--- src/rtl/eport_pkg.sv ---
package eport_pkg;

    typedef enum logic [1:0] {
        SENSE_LEVEL = 2'b00,
        SENSE_RISE  = 2'b01,
        SENSE_FALL  = 2'b10,
        SENSE_BOTH  = 2'b11
    } sense_e;

    localparam logic [1:0] SEL_SENSE = 2'd0;
    localparam logic [1:0] SEL_CTRL  = 2'd1;
    localparam logic [1:0] SEL_DATA  = 2'd2;
    localparam logic [1:0] SEL_FLAG  = 2'd3;

    localparam int BUS_W  = 16;
    localparam int BYTE_W = 8;

endpackage

--- src/rtl/eport_sync.sv ---
module eport_sync #(
    parameter int W      = 8,
    parameter int STAGES = 2
) (
    input  logic         clk,
    input  logic         rst_n,
    input  logic [W-1:0] async_i,
    output logic [W-1:0] sync_o
);
    logic [STAGES-1:0][W-1:0] chain_d;
    logic [STAGES-1:0][W-1:0] chain_q;

    always_comb begin
        chain_d[0] = async_i;
        for (int i = 1; i < STAGES; i++) begin
            chain_d[i] = chain_q[i-1];
        end
    end

    always_ff @(posedge clk or negedge rst_n) begin
        if (!rst_n) begin
            chain_q <= '0;
        end else begin
            chain_q <= chain_d;
        end
    end

    assign sync_o = chain_q[STAGES-1];

endmodule

--- src/rtl/eport_regs.sv ---
module eport_regs
    import eport_pkg::*;
#(
    parameter int NL = 8
) (
    input  logic              clk,
    input  logic              rst_n,
    input  logic [1:0]        sel_i,
    input  logic              we_i,
    input  logic [1:0]        be_i,
    input  logic [BUS_W-1:0]  wdata_i,
    input  logic [NL-1:0]     pin_i,
    input  logic [NL-1:0]     flag_i,
    output logic [BUS_W-1:0]  rdata_o,
    output logic [2*NL-1:0]   sense_o,
    output logic [NL-1:0]     dir_o,
    output logic [NL-1:0]     ien_o,
    output logic [NL-1:0]     dout_o,
    output logic [NL-1:0]     flag_clr_o
);
    localparam int SW = 2 * NL;
    localparam int HI = BYTE_W;

    typedef struct packed {
        logic [SW-1:0] sense;
        logic [NL-1:0] dir;
        logic [NL-1:0] ien;
        logic [NL-1:0] dout;
    } regs_t;

    regs_t regs_d, regs_q;

    always_comb begin
        regs_d     = regs_q;
        flag_clr_o = '0;
        if (we_i) begin
            unique case (sel_i)
                SEL_SENSE: begin
                    for (int i = 0; i < SW; i++) begin
                        if (be_i[i/BYTE_W]) regs_d.sense[i] = wdata_i[i];
                    end
                end
                SEL_CTRL: begin
                    if (be_i[1]) regs_d.dir = wdata_i[HI +: NL];
                    if (be_i[0]) regs_d.ien = wdata_i[0 +: NL];
                end
                SEL_DATA: begin
                    if (be_i[1]) regs_d.dout = wdata_i[HI +: NL];
                end
                SEL_FLAG: begin
                    if (be_i[1]) flag_clr_o = wdata_i[HI +: NL];
                end
                default: ;
            endcase
        end
    end

    always_ff @(posedge clk or negedge rst_n) begin
        if (!rst_n) begin
            regs_q <= '0;
        end else begin
            regs_q <= regs_d;
        end
    end

    always_comb begin
        rdata_o = '0;
        unique case (sel_i)
            SEL_SENSE: rdata_o[SW-1:0] = regs_q.sense;
            SEL_CTRL: begin
                rdata_o[HI +: NL] = regs_q.dir;
                rdata_o[0 +: NL]  = regs_q.ien;
            end
            SEL_DATA: begin
                rdata_o[HI +: NL] = regs_q.dout;
                rdata_o[0 +: NL]  = pin_i;
            end
            SEL_FLAG: rdata_o[HI +: NL] = flag_i;
            default: ;
        endcase
    end

    assign sense_o = regs_q.sense;
    assign dir_o   = regs_q.dir;
    assign ien_o   = regs_q.ien;
    assign dout_o  = regs_q.dout;

    // a strobed control write shows on the register outputs one edge later
    a_r2_dir_write: assert property (@(posedge clk) disable iff (!rst_n)
        (we_i && sel_i == SEL_CTRL && be_i[1]) |=> (dir_o == $past(wdata_i[HI +: NL])));

    // without its strobe the enable byte holds
    a_r2_ien_hold: assert property (@(posedge clk) disable iff (!rst_n)
        !(we_i && sel_i == SEL_CTRL && be_i[0]) |=> $stable(ien_o));

endmodule

--- src/rtl/eport_line.sv ---
module eport_line
    import eport_pkg::*;
(
    input  logic   clk,
    input  logic   rst_n,
    input  sense_e mode_i,
    input  logic   en_i,
    input  logic   dir_i,
    input  logic   pin_i,
    input  logic   clr_i,
    output logic   flag_o,
    output logic   irq_o
);
    typedef struct packed {
        logic prev;
        logic flag;
    } line_t;

    line_t line_d, line_q;
    logic  rise_w, fall_w, set_w;

    always_comb begin
        rise_w = pin_i & ~line_q.prev;
        fall_w = ~pin_i & line_q.prev;
        unique case (mode_i)
            SENSE_RISE:  set_w = rise_w;
            SENSE_FALL:  set_w = fall_w;
            SENSE_BOTH:  set_w = rise_w | fall_w;
            default:     set_w = 1'b0;
        endcase
        line_d.prev = pin_i;
        line_d.flag = set_w | (line_q.flag & ~clr_i);
    end

    always_ff @(posedge clk or negedge rst_n) begin
        if (!rst_n) begin
            line_q <= '0;
        end else begin
            line_q <= line_d;
        end
    end

    always_comb begin
        if (en_i && !dir_i) begin
            irq_o = (mode_i == SENSE_LEVEL) ? ~pin_i : line_q.flag;
        end else begin
            irq_o = 1'b0;
        end
    end

    assign flag_o = line_q.flag;

    // an edge that coincides with a clear still leaves the flag set
    a_r6_set_wins: assert property (@(posedge clk) disable iff (!rst_n)
        set_w |=> flag_o);

    // a clear with no competing edge empties the flag
    a_r6_clear: assert property (@(posedge clk) disable iff (!rst_n)
        (clr_i && !set_w) |=> !flag_o);

    // level mode never raises the flag
    a_r5_level_quiet: assert property (@(posedge clk) disable iff (!rst_n)
        (mode_i == SENSE_LEVEL && !flag_o) |=> !flag_o);

    // a driven line never requests
    a_r10_out_quiet: assert property (@(posedge clk) disable iff (!rst_n)
        dir_i |-> !irq_o);

    // low level on an enabled input requests regardless of the flag
    a_r8_level_req: assert property (@(posedge clk) disable iff (!rst_n)
        (mode_i == SENSE_LEVEL && en_i && !dir_i && !pin_i) |-> irq_o);

endmodule

--- src/rtl/eport_irq_unit.sv ---
module eport_irq_unit
    import eport_pkg::*;
#(
    parameter int NUM_LINES   = 8,
    parameter int SYNC_STAGES = 2
) (
    input  logic                 clk,
    input  logic                 rst_n,
    input  logic [1:0]           reg_sel,
    input  logic                 reg_we,
    input  logic [1:0]           reg_be,
    input  logic [15:0]          reg_wdata,
    output logic [15:0]          reg_rdata,
    input  logic [NUM_LINES-1:0] pad_in,
    output logic [NUM_LINES-1:0] pad_out,
    output logic [NUM_LINES-1:0] pad_oe,
    output logic [NUM_LINES-1:1] irq_req
);
    localparam int NL = NUM_LINES;
    localparam int SW = 2 * NL;

    logic [NL-1:0] pin_sync;
    logic [SW-1:0] sense;
    logic [NL-1:0] dir, ien, dout, flag_clr, flags;

    eport_sync #(.W(NL), .STAGES(SYNC_STAGES)) u_sync (
        .clk     (clk),
        .rst_n   (rst_n),
        .async_i (pad_in),
        .sync_o  (pin_sync)
    );

    eport_regs #(.NL(NL)) u_regs (
        .clk        (clk),
        .rst_n      (rst_n),
        .sel_i      (reg_sel),
        .we_i       (reg_we),
        .be_i       (reg_be),
        .wdata_i    (reg_wdata),
        .pin_i      (pin_sync),
        .flag_i     (flags),
        .rdata_o    (reg_rdata),
        .sense_o    (sense),
        .dir_o      (dir),
        .ien_o      (ien),
        .dout_o     (dout),
        .flag_clr_o (flag_clr)
    );

    // line 0 is reserved: no sensing, no flag, no request
    assign flags[0] = 1'b0;

    for (genvar g = 1; g < NL; g++) begin : g_line
        eport_line u_line (
            .clk    (clk),
            .rst_n  (rst_n),
            .mode_i (sense_e'(sense[2*g +: 2])),
            .en_i   (ien[g]),
            .dir_i  (dir[g]),
            .pin_i  (pin_sync[g]),
            .clr_i  (flag_clr[g]),
            .flag_o (flags[g]),
            .irq_o  (irq_req[g])
        );
    end

    assign pad_oe  = dir;
    assign pad_out = dout;

    logic unused_line0;
    assign unused_line0 = ^{sense[1:0], ien[0], flag_clr[0]};

    // cycles since reset, for the latency check below
    logic [1:0] chk_cyc_q;
    always_ff @(posedge clk or negedge rst_n) begin
        if (!rst_n) begin
            chk_cyc_q <= '0;
        end else if (chk_cyc_q != 2'd3) begin
            chk_cyc_q <= chk_cyc_q + 2'd1;
        end
    end

    if (SYNC_STAGES == 2) begin : g_lat_chk
        // pin-state byte lags the pads by two edges
        a_r4_pin_latency: assert property (@(posedge clk) disable iff (!rst_n)
            (reg_sel == SEL_DATA && chk_cyc_q == 2'd3)
                |-> (reg_rdata[NL-1:0] == $past(pad_in, 2)));
    end

    // reserved line never shows a flag
    a_r9_line0_flag: assert property (@(posedge clk) disable iff (!rst_n)
        (reg_sel == SEL_FLAG) |-> !reg_rdata[8]);

endmodule

--- config.mk ---
export PLATFORM = sky130hd
export DESIGN_NAME = eport_irq_unit
export DESIGN_NICKNAME = d
export VERILOG_FILES = /design/src/rtl/eport_pkg.sv /design/src/rtl/eport_sync.sv /design/src/rtl/eport_regs.sv /design/src/rtl/eport_line.sv /design/src/rtl/eport_irq_unit.sv
export SDC_FILE = /design/constraint.sdc
export NUM_CORES = 1
export LEC_CHECK = 0
export BUFFER_PORTS_ARGS = -buffer_cell sky130_fd_sc_hd__buf_4
export CORE_ASPECT_RATIO = 1.25
export CORE_UTILIZATION = 49
export DETAILED_ROUTE_END_ITERATION = 10
export GPL_TIMING_DRIVEN = 0
export HOLD_SLACK_MARGIN = 0.06
export PLACE_DENSITY_LB_ADDON = 0.05
export SYNTH_ARGS = -nofsm -noshare
export SYNTH_HDL_FRONTEND = slang
export SYNTH_HIERARCHICAL = 1
export SYNTH_SLANG_ARGS = --single-unit
--- constraint.sdc ---
create_clock -name clk -period 1.15 [get_ports clk]
set_input_delay 0.115 -clock clk [delete_from_list [all_inputs] [get_ports clk]]
set_output_delay 0.115 -clock clk [all_outputs]
set_load 0.01 [all_outputs]
==> metrics.yaml <==
yosys:
  syn_area_um2: 3340
  ys_warn_count: 6
  synth_area_per_cell_um2: 13.5
  syn_inst: 248
  syn_nets: 293
timing:
  drv_slew: 0
  tightest_slew_ns: 0.636
  fin_crit_ns: 1.55
  skew_ns: 0.00812
  hold_viol: 0
  period_share_pct: 134
  finalSetupViolCount: 25
  rsz0062_at_grt: "yes"
  relSlewSlack_pct: 57.6
  fmax_mhz: 647
  setup_ws_ns: -0.395
global_route:
  grtUsageTotal_pct: 24.0
  grt_pass1_wl_um: 12100
  overflow: 0
  grt_max_degree: 71
  grt_pass1_vias: 2513
  antenna_found_initial: 0
place:
  place.gp.congestion: 0.763
  dp_cells: 403
  pre_cts_ws_ns: -0.218
  dp_hpwl_um: 4840
  io_buffer_count: 68
  place_area_um2: 3990
detailed_routing:
  vias: 2467
  vias_per_cell: 5.22
  drtAntennaViolNets: 0
  drt_pass1_iterations: 4
  drtIter0Drc: 104
  wire_per_inst_um: 17.1
  routed_wl_um: 8100
  drc_errors: 0
clocking:
  ctsLongestPathBuffers: 2
  h-tree-depth: 3
  cts_tree: "yes"
  numCtsBuffers: 9
  cts-root-buf: "clkbuf_8"
  clkTransAtPathRegs_ns: 0.07
  insertion_delay_ns: 0.34
  clock_sinks: 70
cells_and_area:
  stdcell_area_um2: 4920
  diodes: 0
  area_delta_synth_final_pct: 47.4
  drive_above_1_share_pct: 59.3
  fin_util_pct: 74.9
  fin_nets: 426
  stdcell_count: 473
setup_path:
  worstPathArrival_ns: 1.43
  startpoint_type: "flip-flop"
  worst-path-max-fanout: 4
  cp-end-kind: "primary output"
  reg2reg_slack_ns: -0.04
  crit_type: "reg -> out"
  critPathRequiredTime_ns: 1.03
  r2r_cells: 5
floorplan:
  initial_core_util_pct: 50.8
  die-width_um: 75.8
  coreArea_um2: 6570
  die_height_um: 94.3
  die_area_um2: 7150
  num_rows: 33
  ios: 70
power:
  max-vdd-ir-drop_uv: 931
  power.density_nw_per_um2: 1510
  leakagePower_nw: 2.24
min_path:
  min_path_type: "in -> reg"
  hold_depth: 3
run_status:
  violations: "setup timing"
  status: "complete, but fails checks"
job:
  max-cap-violations: 0
==> cell usage in the layout (no fill, tap or decap), types with 6 or more instances in the layout <==
master / count
and2_1: 7
dlygate4sd3_1: 25
mux2_2: 40
buf_6: 23
nor2_4: 7
dfrtp_1: 51
clkbuf_8: 9
inv_2: 6
o211ai_1: 7
mux4_2: 8
o221ai_1: 7
nor2_2: 6
dfrtp_2: 19
buf_4: 80
nand2_1: 8
mux2i_1: 8
ha_4: 7
ha_1: 6
inv_1: 21
o2bb2ai_1: 8
nand2_2: 6
==> worst max-delay path, stage by stage (launching register included) <==
cell,delay (ns)
dfrtp_2,0.45
mux4_2,0.50
buf_6,0.14
==> sequential cells by signal (all words and copies together) (netlist names) <==
register / count
g_line.u_line/line_q: 7
u_sync/sync_o: 8
g_line.u_line/flag_o: 7
u_regs/sense_o: 16
u_regs/dir_o: 8
u_regs/dout_o: 8
u_sync/chain_d: 8
u_regs/ien_o: 8
==> timing repair <==
| action | in CTS | in global routing |
|---|---|---|
| endpoints found under the hold margin | 118 | 0 |
| gates resized for setup | 53 | 26 |
| buffers inserted | 25 | 4 |
| pin swaps | 23 | 3 |
| endpoints found under the setup margin | 30 | 102 |
| hold buffers | 25 | 0 |
==> per-stage QoR <==
step | hold WS, ns | total power [mW] | TNS [ns]
after global routing | 0.278 | 7.82 | -8.22
after global placement | 0.224 | 5.01 | -4.48
final | 0.291 | 7.42 | -6.62
after detailed placement | 0.225 | 5.05 | -4.90
after CTS | 0.274 | 7.32 | -6.94
after floorplan | -0.181 | 4.22 | 0
==> worst paths after layout <==
check,start,end
max,u_regs/sense_o[9],reg_rdata[9]
max reg2reg,u_sync/sync_o[5],g_line[5].u_line/flag_o
min in group asynchronous,rst_n,u_sync/chain_d[14]
min,reg_be[0],u_regs/ien_o[6]
min reg2reg,u_sync/chain_d[13],u_sync/sync_o[5]
max in group asynchronous,rst_n,u_regs/sense_o[2]
==> layer usage <==
| layer | up-vias | track usage (%) | share of wire (%) |
|---|---|---|---|
| met5 | - | 0 | 0 |
| li1 | 1156 | - | - |
| met3 | 12 | 4.29 | 3.7 |
| met4 | 0 | 9.72 | 1.7 |
| met1 | 1235 | 29.0 | 41 |
| met2 | 64 | 41.1 | 54 |
==> layout make-up <==
type / instances / area (um2)
flip-flops and latches: 70 / 1780
multi-input cells: 142 / 1650
fillers: 434 / 1650
repair buffers: 122 / 1060
clock buffers: 12 / 135
well taps: 87 / 109
inverters: 28 / 108
plain buffers: 8 / 62.6
clock inverters: 4 / 23.8
==> report_power, final <==
part | internal, mW | total (mW) | switching [mW]
sequential | 2.88 | 3.31 | 0.428
clock | 0.778 | 1.66 | 0.880
combinational | 1.48 | 2.45 | 0.969
Power figures use the tool's default switching activity.
